**src/rtl/dispatch_pkg.sv**
```systemverilog
package dispatch_pkg;
  typedef enum logic [1:0] {
    CLS_INT = 2'b00,
    CLS_FPR = 2'b01,
    CLS_FCV = 2'b10,
    CLS_RSV = 2'b11
  } iclass_t;

  function automatic logic is_fp(input logic [1:0] c);
    return (c == CLS_FPR) || (c == CLS_FCV);
  endfunction
endpackage

```
**src/rtl/dispatch_rst_sync.sv**
```systemverilog
module dispatch_rst_sync #(
  parameter int STAGES = 2
) (
  input  logic clk,
  input  logic rst_n,
  output logic rst_n_sync
);
  logic [STAGES-1:0] chain_q;
  logic [STAGES-1:0] chain_d;

  always_comb begin
    chain_d = {chain_q[STAGES-2:0], 1'b1};
  end

  always_ff @(posedge clk or negedge rst_n) begin
    if (!rst_n) chain_q <= '0;
    else        chain_q <= chain_d;
  end

  assign rst_n_sync = chain_q[STAGES-1];
endmodule

```
**src/rtl/fpu_occupancy.sv**
```systemverilog
module fpu_occupancy #(
  parameter int LAT_ARITH      = 3,
  parameter int LAT_CONV_EXTRA = 3
) (
  input  logic clk,
  input  logic rst_n,
  input  logic start,
  input  logic start_conv,
  output logic busy
);
  localparam int LAT_CONV = LAT_ARITH + LAT_CONV_EXTRA;
  localparam int BW       = (LAT_CONV > 2) ? $clog2(LAT_CONV) : 1;
  localparam logic [BW-1:0] LOAD_ARITH = BW'(LAT_ARITH - 1);
  localparam logic [BW-1:0] LOAD_CONV  = BW'(LAT_CONV - 1);

  logic [BW-1:0] cnt_q;
  logic [BW-1:0] cnt_d;
  logic          cnt_en;

  assign busy   = (cnt_q != '0);
  assign cnt_en = start | busy;

  always_comb begin
    cnt_d = cnt_q;
    if (start)     cnt_d = start_conv ? LOAD_CONV : LOAD_ARITH;
    else if (busy) cnt_d = cnt_q - 1'b1;
  end

  always_ff @(posedge clk or negedge rst_n) begin
    if (!rst_n)      cnt_q <= '0;
    else if (cnt_en) cnt_q <= cnt_d;
  end

  // a start never arrives while an operation occupies the unit
  assert_single_inflight_R5: assert property (@(posedge clk) disable iff (!rst_n)
    start |-> !busy);

  // a register operation loads its full occupancy
  assert_arith_load_R6: assert property (@(posedge clk) disable iff (!rst_n)
    (start && !start_conv) |=> (cnt_q == LOAD_ARITH));

  // a conversion loads the longer occupancy
  assert_conv_load_R7: assert property (@(posedge clk) disable iff (!rst_n)
    (start && start_conv) |=> (cnt_q == LOAD_CONV));

  // the counter drains by one per cycle while busy
  assert_drain_R10: assert property (@(posedge clk) disable iff (!rst_n)
    (busy && !start) |=> (cnt_q == $past(cnt_q) - 1'b1));
endmodule

```
**src/rtl/pair_select.sv**
```systemverilog
module pair_select
  import dispatch_pkg::*;
(
  input  logic       enable,
  input  logic       v0,
  input  logic [1:0] c0,
  input  logic       v1,
  input  logic [1:0] c1,
  input  logic       fpu_busy,
  output logic       issue0,
  output logic       issue1,
  output logic       fp_start,
  output logic       fp_conv,
  output logic       stall
);
  logic head_fp;
  logic second_fp;

  always_comb begin
    head_fp   = is_fp(c0);
    second_fp = is_fp(c1);
    stall     = enable && v0 && head_fp && fpu_busy;
    issue0    = enable && v0 && !stall;
    issue1    = issue0 && v1 && !second_fp;
    fp_start  = issue0 && head_fp;
    fp_conv   = fp_start && (c0 == CLS_FCV);
  end
endmodule

```
**src/rtl/issue_counter.sv**
```systemverilog
module issue_counter #(
  parameter int W = 16
) (
  input  logic         clk,
  input  logic         rst_n,
  input  logic [1:0]   inc,
  output logic [W-1:0] count
);
  logic [W-1:0] cnt_q;
  logic [W-1:0] cnt_d;
  logic         cnt_en;

  assign cnt_en = (inc != 2'd0);

  always_comb begin
    cnt_d = cnt_q + W'(inc);
  end

  always_ff @(posedge clk or negedge rst_n) begin
    if (!rst_n)      cnt_q <= '0;
    else if (cnt_en) cnt_q <= cnt_d;
  end

  assign count = cnt_q;
endmodule

```
**src/rtl/dual_issue_dispatch.sv**
```systemverilog
module dual_issue_dispatch
  import dispatch_pkg::*;
#(
  parameter int LAT_ARITH      = 3,
  parameter int LAT_CONV_EXTRA = 3,
  parameter int CNT_W          = 16,
  parameter int SYNC_STAGES    = 2
) (
  input  logic             clk,
  input  logic             rst_n,
  input  logic             cand0_valid,
  input  logic [1:0]       cand0_class,
  input  logic             cand1_valid,
  input  logic [1:0]       cand1_class,
  output logic [1:0]       take_cnt,
  output logic             stall,
  output logic             fpu_busy,
  output logic             slot0_valid,
  output logic [1:0]       slot0_class,
  output logic             slot1_valid,
  output logic [1:0]       slot1_class,
  output logic [1:0]       issue_count,
  output logic [CNT_W-1:0] total_issued,
  output logic [CNT_W-1:0] fp_issued
);
  localparam int NCNT = 2;

  logic rst_int_n;
  logic issue0, issue1, fp_start, fp_conv;

  dispatch_rst_sync #(.STAGES(SYNC_STAGES)) u_rst (
    .clk        (clk),
    .rst_n      (rst_n),
    .rst_n_sync (rst_int_n)
  );

  fpu_occupancy #(
    .LAT_ARITH      (LAT_ARITH),
    .LAT_CONV_EXTRA (LAT_CONV_EXTRA)
  ) u_fpu (
    .clk        (clk),
    .rst_n      (rst_int_n),
    .start      (fp_start),
    .start_conv (fp_conv),
    .busy       (fpu_busy)
  );

  pair_select u_pair (
    .enable   (rst_int_n),
    .v0       (cand0_valid),
    .c0       (cand0_class),
    .v1       (cand1_valid),
    .c1       (cand1_class),
    .fpu_busy (fpu_busy),
    .issue0   (issue0),
    .issue1   (issue1),
    .fp_start (fp_start),
    .fp_conv  (fp_conv),
    .stall    (stall)
  );

  assign take_cnt = {1'b0, issue0} + {1'b0, issue1};

  // Issue slot registers
  logic       s0v_q, s1v_q, s0v_d, s1v_d;
  logic [1:0] s0c_q, s1c_q, s0c_d, s1c_d;
  logic [1:0] cnt_q, cnt_d;

  always_comb begin
    s0v_d = issue0;
    s1v_d = issue1;
    s0c_d = issue0 ? cand0_class : CLS_INT;
    s1c_d = issue1 ? cand1_class : CLS_INT;
    cnt_d = take_cnt;
  end

  always_ff @(posedge clk or negedge rst_int_n) begin
    if (!rst_int_n) begin
      s0v_q <= 1'b0;
      s1v_q <= 1'b0;
      s0c_q <= CLS_INT;
      s1c_q <= CLS_INT;
      cnt_q <= 2'd0;
    end else begin
      s0v_q <= s0v_d;
      s1v_q <= s1v_d;
      s0c_q <= s0c_d;
      s1c_q <= s1c_d;
      cnt_q <= cnt_d;
    end
  end

  assign slot0_valid = s0v_q;
  assign slot1_valid = s1v_q;
  assign slot0_class = s0c_q;
  assign slot1_class = s1c_q;
  assign issue_count = cnt_q;

  // Running totals
  logic [1:0]       cnt_inc [NCNT];
  logic [CNT_W-1:0] cnt_val [NCNT];

  assign cnt_inc[0] = take_cnt;
  assign cnt_inc[1] = {1'b0, fp_start};

  for (genvar g = 0; g < NCNT; g++) begin : g_cnt
    issue_counter #(.W(CNT_W)) u_cnt (
      .clk   (clk),
      .rst_n (rst_int_n),
      .inc   (cnt_inc[g]),
      .count (cnt_val[g])
    );
  end

  assign total_issued = cnt_val[0];
  assign fp_issued    = cnt_val[1];

  // the secondary slot only ever holds an integer-handled class
  assert_sec_int_R3: assert property (@(posedge clk) disable iff (!rst_int_n)
    slot1_valid |-> !is_fp(slot1_class));

  // a secondary issue always comes with a primary issue
  assert_sec_needs_pri_R9: assert property (@(posedge clk) disable iff (!rst_int_n)
    slot1_valid |-> slot0_valid);

  // a stalled cycle consumes nothing
  assert_stall_blocks_R5: assert property (@(posedge clk) disable iff (!rst_int_n)
    stall |-> (take_cnt == 2'd0));

  // integer pairs are never held back by the busy unit
  assert_int_full_width_R8: assert property (@(posedge clk) disable iff (!rst_int_n)
    (cand0_valid && cand1_valid && !is_fp(cand0_class) && !is_fp(cand1_class))
      |-> (take_cnt == 2'd2));

  // the fp total moves one edge after the unit goes busy from idle
  assert_fp_total_R11: assert property (@(posedge clk) disable iff (!rst_int_n)
    $rose(fpu_busy) |-> (fp_issued == $past(fp_issued) + 1'b1));
endmodule

```
**config.mk**
```make
export PLATFORM = sky130hd
export DESIGN_NAME = dual_issue_dispatch
export DESIGN_NICKNAME = d
export VERILOG_FILES = /design/src/rtl/dispatch_pkg.sv /design/src/rtl/dispatch_rst_sync.sv /design/src/rtl/fpu_occupancy.sv /design/src/rtl/pair_select.sv /design/src/rtl/issue_counter.sv /design/src/rtl/dual_issue_dispatch.sv
export SDC_FILE = /design/constraint.sdc
export NUM_CORES = 1
export LEC_CHECK = 0
export ABC_AREA = 1
export BUFFER_PORTS_ARGS = -buffer_cell sky130_fd_sc_hd__buf_2
export CAP_MARGIN = 20
export CORE_MARGIN = 5
export CORE_UTILIZATION = 41
export DETAILED_ROUTE_END_ITERATION = 6
export GPL_TIMING_DRIVEN = 0
export MAX_ROUTING_LAYER = met4
export PLACE_DENSITY = 0.66
export SYNTH_ARGS = -nofsm -noshare
export SYNTH_HDL_FRONTEND = slang
export SYNTH_SLANG_ARGS = --single-unit
```
**constraint.sdc**
```tcl
create_clock -name clk -period 2.5 [get_ports clk]
set_input_delay 0.125 -clock clk [delete_from_list [all_inputs] [get_ports clk]]
set_output_delay 0.125 -clock clk [all_outputs]
set_load 0.03 [all_outputs]
```
==> results of run 1 <==
cell usage in the layout (no fill, tap or decap), types with 4 or more instances in the layout:
cell type  instances
buf_2             51
buf_4             13
clkbuf_8           6
dfrtp_1           44
ha_1               5
inv_1             30
inv_2              6
nand2_1           66
nand3_1           11
nand4_1           10
nor2_1            22
nor2_4             4
o21ai_0            4
xnor2_1            9
xor2_1             9
synth_stat cells:
master / number / share of area (%)
nand2_1: 68 / 11
dfrtp_1: 45 / 50
inv_1: 34 / 5.6
nor2_1: 24 / 4.0
nand3_1: 12 / 2.7
nand4_1: 10 / 2.8
ha_1: 9 / 5.0
xnor2_1: 9 / 3.5
xor2_1: 9 / 3.5
o21ai_0: 5 / 1.1
nor3_1: 4 / 0.89
a21oi_1: 3 / 0.66
nand2_2: 3 / 0.83
nor2_4: 3 / 1.5
inv_2: 2 / 0.33
nand3b_1: 2 / 0.66
nor2_2: 2 / 0.55
a21boi_1: 1 / 0.33
buf_4: 1 / 0.33
buf_6: 1 / 0.50
conb_1: 1 / 0.17
fa_1: 1 / 0.89
nand3_2: 1 / 0.44
nor3_2: 1 / 0.44
nor3_4: 1 / 0.72
o211ai_1: 1 / 0.33
o21ai_1: 1 / 0.22
or2_1: 1 / 0.28
or2_2: 1 / 0.28
or2_4: 1 / 0.39
routing by layer:
| metal | global-route usage (%) | routed length [um] |
|---|---|---|
| met4 | 4.97 | 70 |
| met5 | - | 0 |
| met3 | 3.04 | 195 |
| met2 | 26.9 | 2600 |
| met1 | 18.4 | 2200 |
cell families (layout without fill, tap and decap cells):
| logic type | after synthesis | count (layout) | share of synthesized area, % |
|---|---|---|---|
| AOI/OAI and AO/OA | 11 | 11 | 2.66 |
| xor gates and xnor gates | 18 | 18 | 6.98 |
| DFF | 45 | 45 | 49.8 |
| other | 1 | 1 | 0.166 |
| buffers and inverters | 38 | 113 | 6.81 |
| and+or+nand+nor | 134 | 134 | 27.7 |
| adders and majority gates | 10 | 10 | 5.87 |
worst max-delay path, cell delays in order, from the launching register on:
cell and delay, ns:
dfrtp_1 0.40, inv_2 0.08, ha_4 0.13, nand2_4 0.05, a21oi_4 0.15, nand4_1 0.21
ha_4 0.35, ha_4 0.13, inv_2 0.03, fa_2 0.34, inv_2 0.07, nand2_2 0.06
nor2_4 0.12, nand2_1 0.07, nor2_2 0.14, xor2_1 0.17, inv_1 0.05
stage by stage:
stage	instance area [um^2]	util [%]	power (uW)	setup TNS, ns
6_report	2950	54.2	1910	-0.498
5_1_grt	2950	54.2	2040	-1.37
4_1_cts	2890	53.2	1900	-0.643
3_5_place_dp	2660	48.9	1330	-6.47
3_3_place_gp	2660	48.9	1320	-5.07
2_1_floorplan	2310	-	1210	-1.75
report_power, final:
group          leakage (uW)  switching (uW)  total [uW]  internal [uW]
clock             0.0000455             242         468            226
combinational      0.000907             346         584            239
sequential         0.000595            61.4         859            797
state kept, by name (all words and copies together), names as in the netlist:
name / cells
slot1_class: 2
u_rst.chain_q: 2
u_fpu.cnt_q: 3
slot1_valid: 1
g_cnt.u_cnt.count: 32
issue_count: 2
slot0_valid: 1
slot0_class: 2
area by class of cell:
cell class	instances	area share, %
sequential	45	38.3
multi-input combinational	174	36.6
timing repair buffer	67	13.6
inverter	36	4.58
clock buffer	8	3.05
tap	72	3.05
buffer	2	0.763
repair_timing:
item / 4_1_cts / 5_1_grt
pin swaps: 9 / 11
endpoints found under the hold margin: 2 / 0
resized for setup: 8 / 7
setup buffers: 11 / 4
setup endpoints to repair: 25 / 12
hold buffers: 1 / 0
worst min path at each step:
stage,from,to,slack [ns],cells after the start
floorplan,rst_n,u_rst.chain_q[0],-0.17,0
global placement,rst_n,u_rst.chain_q[0],-0.09,1
detailed placement,rst_n,u_rst.chain_q[0],-0.09,1
CTS,cand0_class[1],slot0_class[1],0.04,3
global route,cand0_class[0],slot0_class[0],0.07,3
finish,cand0_class[1],slot0_class[1],0.06,3
==> impl_results.md, run 1 <==
* Max-cap violations at 0
* DR WL/cell at 12.5 um
* Via count at 1872
* Post-synthesis sequential area ratio at 49.8%
* Overall die area at 0.00710 mm^2
* Synth warn at 0
* Cells after DPL at 380
* Worst-Skew Late Latency at 0.29 ns
* Crit Reg-Reg Startpoint: u_fpu.cnt_q[0]
* Synth unique cells at 30
* Initial drt markers at 61
* Vias in the first global route at 1973
* Share of layout cells above drive strength 1 at 31.9%
* IO Count at 52
* Area occupied by multi-input gates at 0.00108 mm^2
* Final non-filler cell total at 404
* Register bit count reported by yosys at 45
* Final setup viols at 6
* Gp weighted congestion at 0.815
* Critical Path End Type: register
* Vias per cell at 4.63
* CTS tree: yes
* Seq. cell area at 0.00113 mm^2
* Std cell rows at 27
* RSZ-0062 raised after global routing: yes
* Fmax at 0.376 GHz
* First-pass iteration count of the detailed router at 4
* Initial core utilization at 41.5%
* Leakage at 0.00155 uW
* Final setup margin at -0.161 ns
* Max-slew violation count at 0
* Cell Area, Synth at 0.00226 mm^2
* Detail Route Antenna Nets at 0
* Syn nets at 275
* Worst R2R Path Depth at 16
* DP HPWL at 3.54 mm
* Global-route wire length before repair at 8.72 mm
* Largest net degree at the start of global routing at 23
* Final Routed Wirelength at 5.07 mm
* Final period util at 106%
* Syn avg cell area at 8.79 um^2
* HP Class: in2reg
* Clock Root Buffer: clkbuf_8
* CP max FO at 3
* Worst Setup EP: g_cnt[0].u_cnt.count[12]
* Hold_ws at 0.0551 ns
* Startpoint Class: register
* Core ar. at 0.00544 mm^2
* Final Critical Period at 2.66 ns
* Htree depth at 2
* N_diodes at 0
* Clk pin slew, worst setup/hold paths at 0.08 ns
* Port bufs at 51
* Worst Path Arrival at 2.84 ns
* Critical Path RT at 2.68 ns
* GRT overflow at 0
* Syn-to-layout area delta at 30.6%
* Fillcell total at 524
* Crit Path Category: reg2reg
* Nets@finish at 349
* Sink Count at 45
* Clk_skew at 0.00833 ns
* Die X at 84.2 um
* VDD IR max at 0.310 mV
* DIE HEIGHT at 84.2 um
* Worst setup path startpoint: u_fpu.cnt_q[0]
* Total CTS buffers at 5
* Total Routing Usage GR at 15.6%
* Pre-CTS setup slack at -0.626 ns
* Reg2reg end: g_cnt[0].u_cnt.count[12]
* P per Cell Area at 648 mW/mm^2
* Clock buffer depth at 2
* R2r setup slk at -0.16 ns
* Failing checks: setup timing
* Status: finished, violations left
* DRC Markers at 0
* Synthesized netlist cell count at 257
* Fin. Hold Viols at 0
* Initial antenna violation count at 0
Note: power is estimated with default switching activity, not from simulation.
==> run 2, diff against run 1 <==
==> constraint.sdc (replaced) <==
create_clock -name clk -period 2.5 [get_ports clk]
set_input_delay 0.375 -clock clk [delete_from_list [all_inputs] [get_ports clk]]
set_output_delay 0.375 -clock clk [all_outputs]
set_load 0.03 [all_outputs]
==> run 2 against run 1 <==
Effect of this change:
- the run still ends with setup timing left
- first-iteration DRC count fell by 44%
- sequential share of layout area fell by 0.80 points
- utilization rose by 1.2 points
- clock skew rose by 0.0029 ns
- power fell by 1.4%
- register-to-register slack improved by 0.08 ns
- hold slack improved by 0.28 ns
- flip-flop and latch count did not move
- routed wire length fell by 3.2%
- sequential power barely moved
- global-route usage fell by 0.57 points
- critical endpoint is now g_cnt[0].u_cnt.count[6]
- largest cell class unchanged
- highest routed layer unchanged
==> impl_results.md, run 2 (synthesis results as in run 1) <==
* Core ar. at 0.00544 mm^2 (unchanged)
* Gp weighted congestion at 0.806 (was 0.815)
* Nets@finish at 353 (was 349)
* Port bufs at 51 (unchanged)
* P per Cell Area at 625 mW/mm^2 (was 648 mW/mm^2)
* Detail Route Antenna Nets at 0 (unchanged)
* Final setup margin at -0.0840 ns (was -0.161 ns)
* CP most frequent cell: ha_4
* GRT overflow at 0 (unchanged)
* Clock buffer depth at 2 (unchanged)
* Max-slew violation count at 0 (unchanged)
* Status: finished, violations left (unchanged)
* Crit Path Category: reg2reg (unchanged)
* Initial core utilization at 41.5% (unchanged)
* Worst-Skew Late Latency at 0.29 ns (about the same)
* Final Critical Period at 2.58 ns (was 2.66 ns)
* Std cell rows at 27 (unchanged)
* Seq. cell area at 0.00113 mm^2 (unchanged)
* Worst Path Arrival at 2.77 ns (was 2.84 ns)
* Clk_skew at 0.0112 ns (was 0.00833 ns)
* Final setup viols at 6 (unchanged)
* Slowest cell on crit path: dfrtp_1 (unchanged)
* Largest register FFs at 32 (unchanged)
* Commonest non-fill, non-tap cell in the layout: nand2_1 (unchanged)
* Routed metal-1 wirelength at 2.14 mm (was 2.20 mm)
* Initial drt markers at 34 (was 61)
* Fillcell total at 530 (was 524)
* N_diodes at 0 (unchanged)
* Final Routed Wirelength at 4.90 mm (was 5.07 mm)
* Hold_ws at 0.333 ns (was 0.0551 ns)
* RSZ-0062 raised after global routing: yes (unchanged)
* Critical Path RT at 2.69 ns (was 2.68 ns)
* CP max FO at 3 (unchanged)
* Highest metal used: met4 (unchanged)
* First-pass iteration count of the detailed router at 4 (unchanged)
* DIE HEIGHT at 84.2 um (unchanged)
* Max-cap violations at 0 (unchanged)
* Startpoint Class: register (unchanged)
* Overall die area at 0.00710 mm^2 (unchanged)
* Leakage at 0.00158 uW (was 0.00155 uW)
* IO Count at 52 (unchanged)
* Final period util at 103% (was 106%)
* Clock Root Buffer: clkbuf_8 (unchanged)
* Sink Count at 45 (unchanged)
* Total CTS buffers at 5 (unchanged)
* Critical Path End Type: register (unchanged)
* Via count at 1875 (was 1872)
* Fin. Hold Viols at 0 (unchanged)
* VDD IR max at 0.325 mV (was 0.310 mV)
* Fmax at 0.387 GHz (was 0.376 GHz)
* Commonest non-fill, non-tap cells in the layout: nand2_1 (65), buf_2 (51), dfrtp_1 (44) (was nand2_1 (66), buf_2 (51), dfrtp_1 (44))
* Fin area at 0.00301 mm^2 (was 0.00295 mm^2)
* Critical-path cell list: inv_2 -> ha_4 -> nand2_4 -> a21oi_4 -> nand4_1 -> ha_4 -> ha_4 -> inv_2 -> fa_2 -> buf_4 -> nor3_4 -> nand4_1 -> xnor2_1 (was inv_2 -> ha_4 -> nand2_4 -> a21oi_4 -> nand4_1 -> ha_4 -> ha_4 -> inv_2 -> fa_2 -> inv_2 -> nand2_2 -> nor2_4 -> nand2_1 -> nor2_2 -> xor2_1 -> inv_1)
* Pre-CTS setup slack at -0.578 ns (was -0.626 ns)
* Final cell utilization of the core at 55.4% (was 54.2%)
* Global-route wire length before repair at 8.59 mm (was 8.72 mm)
* DP HPWL at 3.46 mm (was 3.54 mm)
* Syn-to-layout area delta at 33.3% (was 30.6%)
* Share of layout cells above drive strength 1 at 33.6% (was 31.9%)
* Initial antenna violation count at 0 (unchanged)
* Htree depth at 2 (unchanged)
* Total Routing Usage GR at 15.1% (was 15.6%)
* Failing checks: setup timing (unchanged)
* Met3 WL at 225 um (was 195 um)
* Placement Cell Area at 0.00267 mm^2 (was 0.00266 mm^2)
* Clk pin slew, worst setup/hold paths at 0.09 ns (was 0.08 ns)
* Largest net degree at the start of global routing at 23 (unchanged)
* CTS tree: yes (unchanged)
* DRC Markers at 0 (unchanged)
* DR WL met2 at 2.49 mm (was 2.60 mm)
* Die X at 84.2 um (unchanged)
* Vias per cell at 4.60 (was 4.63)
* DR WL/cell at 12.0 um (was 12.5 um)
* Vias in the first global route at 1933 (was 1973)
* Area occupied by multi-input gates at 0.00111 mm^2 (was 0.00108 mm^2)
* HP Class: reg2async (was in2reg)
* Crit path largest cell delay at 0.39 ns (was 0.40 ns)
==> run 2: report_power, final <==
group,switching (uW),internal [uW],total (uW)
sequential,58.3,797,856
combinational,346,225,571
clock,231,226,457
total,635,1250,1880
==> run 2: critical path: cells and delay by family (launching register included) <==
kind            cells  cell delay (ns)
fa+ha+maj           4             0.93
simple gates        4             0.61
flops               1             0.39
buf+inv             3             0.26
xor+xnor            1             0.15
compound gates      1             0.13
==> run 2: per-stage QoR <==
stage               total power [uW]  setup TNS, ns  std cells
CTS                             1900         -0.555        401
detailed placement              1330          -5.67        380
global route                    2020          -1.27        408
global placement                1320          -5.05        380
floorplan                       1210          -1.75        257
finish                          1880         -0.300        408
==> run 2: area by class of cell <==
cell class / count / area share (%)
flip-flops and latches: 45 / 37.5
multi-input cells: 174 / 37.0
repair buffers: 71 / 14.3
plain buffers: 2 / 0.748
clock buffers: 8 / 2.99
well taps: 72 / 2.99
inverters: 36 / 4.49
==> run 2: worst paths after layout <==
| check | startpoint | depth (start not counted) | slack (ns) | to |
|---|---|---|---|---|
| min | u_rst.chain_q[1] | 1 | 0.33 | g_cnt[1].u_cnt.count[8] |
| max | u_fpu.cnt_q[0] | 13 | -0.08 | g_cnt[0].u_cnt.count[6] |
| max in group asynchronous | u_rst.chain_q[1] | 2 | 1.81 | g_cnt[1].u_cnt.count[7] |
| max reg2reg | u_fpu.cnt_q[0] | 13 | -0.08 | g_cnt[0].u_cnt.count[6] |
| min reg2reg | u_rst.chain_q[1] | 1 | 0.33 | g_cnt[1].u_cnt.count[8] |
| min in group clk | cand0_class[1] | 3 | 0.33 | slot0_class[1] |
==> run 2: routing by layer <==
metal	up-vias	track usage (%)
li1	956	-
met1	873	17.8
met2	41	25.9
met3	5	3.34
met4	0	4.09
met5	-	-
==> run 2: timing repair <==
item                                   in CTS  in global routing
pin swaps                                  10                  8
setup endpoints to repair                  27                 11
gates resized for setup                     9                  9
setup buffers                              12                  7
hold buffers                                1                  0
endpoints found under the hold margin       2                  0
==> run 3, diff against run 2 <==
Settings changed: MAX_ROUTING_LAYER met4 to unset.
==> run 3 against run 2 <==
Effect of this change:
- the flow still finishes with violations (setup timing)
- routed wire length is 0.10% higher
- via count stayed put
- combinational power hardly changed
- clock skew hardly changed
- largest cell class unchanged
- non-clock buffer count stayed put
- utilization stayed put
- fmax hardly changed
- clock power hardly changed
- sequential share of layout area stayed put
==> impl_results.md, run 3 (synthesis results as in run 1) <==
* Worst R2R Path Depth at 13 (unchanged)
* DP HPWL at 3.46 mm (unchanged)
* Commonest non-fill, non-tap cells in the layout: nand2_1 (65), buf_2 (51), dfrtp_1 (44) (unchanged)
* Clk_skew at 0.0112 ns (about the same)
* Logic pwr share at 30.3% (about the same)
* CP max FO at 3 (unchanged)
* DRC Markers at 0 (unchanged)
* Switching power at 636 uW (was 635 uW)
* Critical Path RT at 2.69 ns (about the same)
* Final setup viols at 6 (unchanged)
* Detail Route Antenna Nets at 0 (unchanged)
* Clk pin slew, worst setup/hold paths at 0.09 ns (about the same)
* Via count at 1875 (unchanged)
* Clock Root Buffer: clkbuf_8 (unchanged)
* Final period util at 103% (about the same)
* Sw Share at 33.7% (about the same)
* Reg2reg end: g_cnt[0].u_cnt.count[6] (unchanged)
* Leakage at 0.00158 uW (unchanged)
* Total Routing Usage GR at 14.6% (was 15.1%)
* Fmax at 0.387 GHz (about the same)
* Cells after DPL at 380 (unchanged)
* Sink Count at 45 (unchanged)
* Crit Path Category: reg2reg (unchanged)
* IO Count at 52 (unchanged)
* Final Power at 1880 uW (about the same)
* Core ar. at 0.00544 mm^2 (unchanged)
* Vias per cell at 4.60 (unchanged)
* Initial drt markers at 34 (unchanged)
* Critical Path End Type: register (unchanged)
* Hold_ws at 0.333 ns (about the same)
* Fillcell total at 530 (unchanged)
* Port bufs at 51 (unchanged)
* Max-slew violation count at 0 (unchanged)
* Initial antenna violation count at 0 (unchanged)
* First-pass iteration count of the detailed router at 4 (unchanged)
* Fin. Hold Viols at 0 (unchanged)
* R2r setup slk at -0.08 ns (about the same)
* GRT overflow at 0 (unchanged)
* Vias in the first global route at 1934 (was 1933)
* Worst Path Arrival at 2.77 ns (about the same)
* VDD IR max at 0.325 mV (about the same)
* Overall die area at 0.00710 mm^2 (unchanged)
* Largest register FFs at 32 (unchanged)
* RSZ-0062 raised after global routing: yes (unchanged)
* Crit Reg-Reg Startpoint: u_fpu.cnt_q[0] (unchanged)
* Std cell rows at 27 (unchanged)
* Final Routed Wirelength at 4.91 mm (was 4.90 mm)
* Share of power burned in registers at 45.4% (about the same)
* Htree depth at 2 (unchanged)
* Global-route wire length before repair at 8.58 mm (was 8.59 mm)
* CTS tree: yes (unchanged)
* Final setup margin at -0.0837 ns (was -0.0840 ns)
* Worst-Skew Late Latency at 0.29 ns (about the same)
* HP Class: reg2async (unchanged)
* Startpoint Class: register (unchanged)
* N_diodes at 0 (unchanged)
* P per Cell Area at 625 mW/mm^2 (about the same)
* Status: finished, violations left (unchanged)
* Commonest non-fill, non-tap cell in the layout: nand2_1 (unchanged)
* Gp weighted congestion at 0.794 (was 0.806)
* Syn-to-layout area delta at 33.3% (unchanged)
* Clock buffer depth at 2 (unchanged)
* Die X at 84.2 um (unchanged)
* Max-cap violations at 0 (unchanged)
* Nets@finish at 353 (unchanged)
* Share of layout cells above drive strength 1 at 33.6% (unchanged)
* Final Critical Period at 2.58 ns (about the same)
* Clock power share at 24.3% (was 24.2%)
* Total CTS buffers at 5 (unchanged)
* Internal power at 1250 uW (unchanged)
* Failing checks: setup timing (unchanged)
* Largest net degree at the start of global routing at 23 (unchanged)
* Final non-filler cell total at 408 (unchanged)
* Initial core utilization at 41.5% (unchanged)
* DR WL/cell at 12.0 um (about the same)
* DIE HEIGHT at 84.2 um (unchanged)
## run 3: cell counts in the layout (fill, tap and decap cells not counted)
No cell type changed its count.
## run 3: layout make-up
type	count	area (um^2)	share of cell area (%)
buffer	2	22.5	0.748
clock buffer	8	90.1	2.99
inverter	36	135	4.49
multi-input combinational	174	1110	37.0
sequential	45	1130	37.5
tap	72	90.1	2.99
timing repair buffer	71	432	14.3
## run 3: repair_timing
action | in CTS | in global routing
pin swaps | 10 | 8
endpoints found under the hold margin | 2 | 0
resized for setup | 9 | 9
hold buffers | 1 | 0
setup endpoints to repair | 27 | 11
setup buffers | 12 | 7
## run 3: through the flow
stage	worst slack [ns]	cell area [um^2]	utilization, %	setup TNS (ns)
2_1_floorplan	-0.323	2320	-	-1.75
3_3_place_gp	-0.556	2670	49.1	-5.05
3_5_place_dp	-0.578	2670	49.1	-5.67
4_1_cts	-0.122	2910	53.6	-0.555
5_1_grt	-0.250	3010	55.4	-1.27
6_report	-0.0837	3010	55.4	-0.300
## run 3: worst max path at each step
stage | from | cells after the start | endpoint | slack [ns]
2_1_floorplan | u_rst.chain_q[1] | 15 | g_cnt[0].u_cnt.count[14] | -0.32
3_3_place_gp | u_rst.chain_q[1] | 14 | g_cnt[0].u_cnt.count[12] | -0.56
3_5_place_dp | u_rst.chain_q[1] | 14 | g_cnt[0].u_cnt.count[12] | -0.58
4_1_cts | u_fpu.cnt_q[0] | 16 | g_cnt[0].u_cnt.count[12] | -0.12
5_1_grt | u_fpu.cnt_q[0] | 13 | g_cnt[0].u_cnt.count[6] | -0.25
6_report | u_fpu.cnt_q[0] | 13 | g_cnt[0].u_cnt.count[6] | -0.08
## run 3: worst max-delay path: stages (launching register included)
cell,delay (ns)
dfrtp_1,0.39
inv_2,0.08
ha_4,0.13
nand2_4,0.05
a21oi_4,0.13
nand4_1,0.20
ha_4,0.34
ha_4,0.12
inv_2,0.03
fa_2,0.34
buf_4,0.15
nor3_4,0.23
nand4_1,0.13
xnor2_1,0.15
## run 3: layer usage
| layer | global-route usage (%) | wire [um] | up-vias |
|---|---|---|---|
| met2 | 25.9 | 2500 | 42 |
| li1 | - | - | 956 |
| met1 | 17.8 | 2130 | 872 |
| met5 | 0 | 0 | - |
| met3 | 3.34 | 232 | 5 |
| met4 | 4.09 | 47 | 0 |
## run 3: power by group through the flow
stage                     logic (uW)  registers, uW  clock network, uW
after CTS                        558            855                486
after detailed placement         451            883                  0
final                            571            856                457
after global placement           439            880                  0
after floorplan                  261            952                  0
after global routing             637            868                511
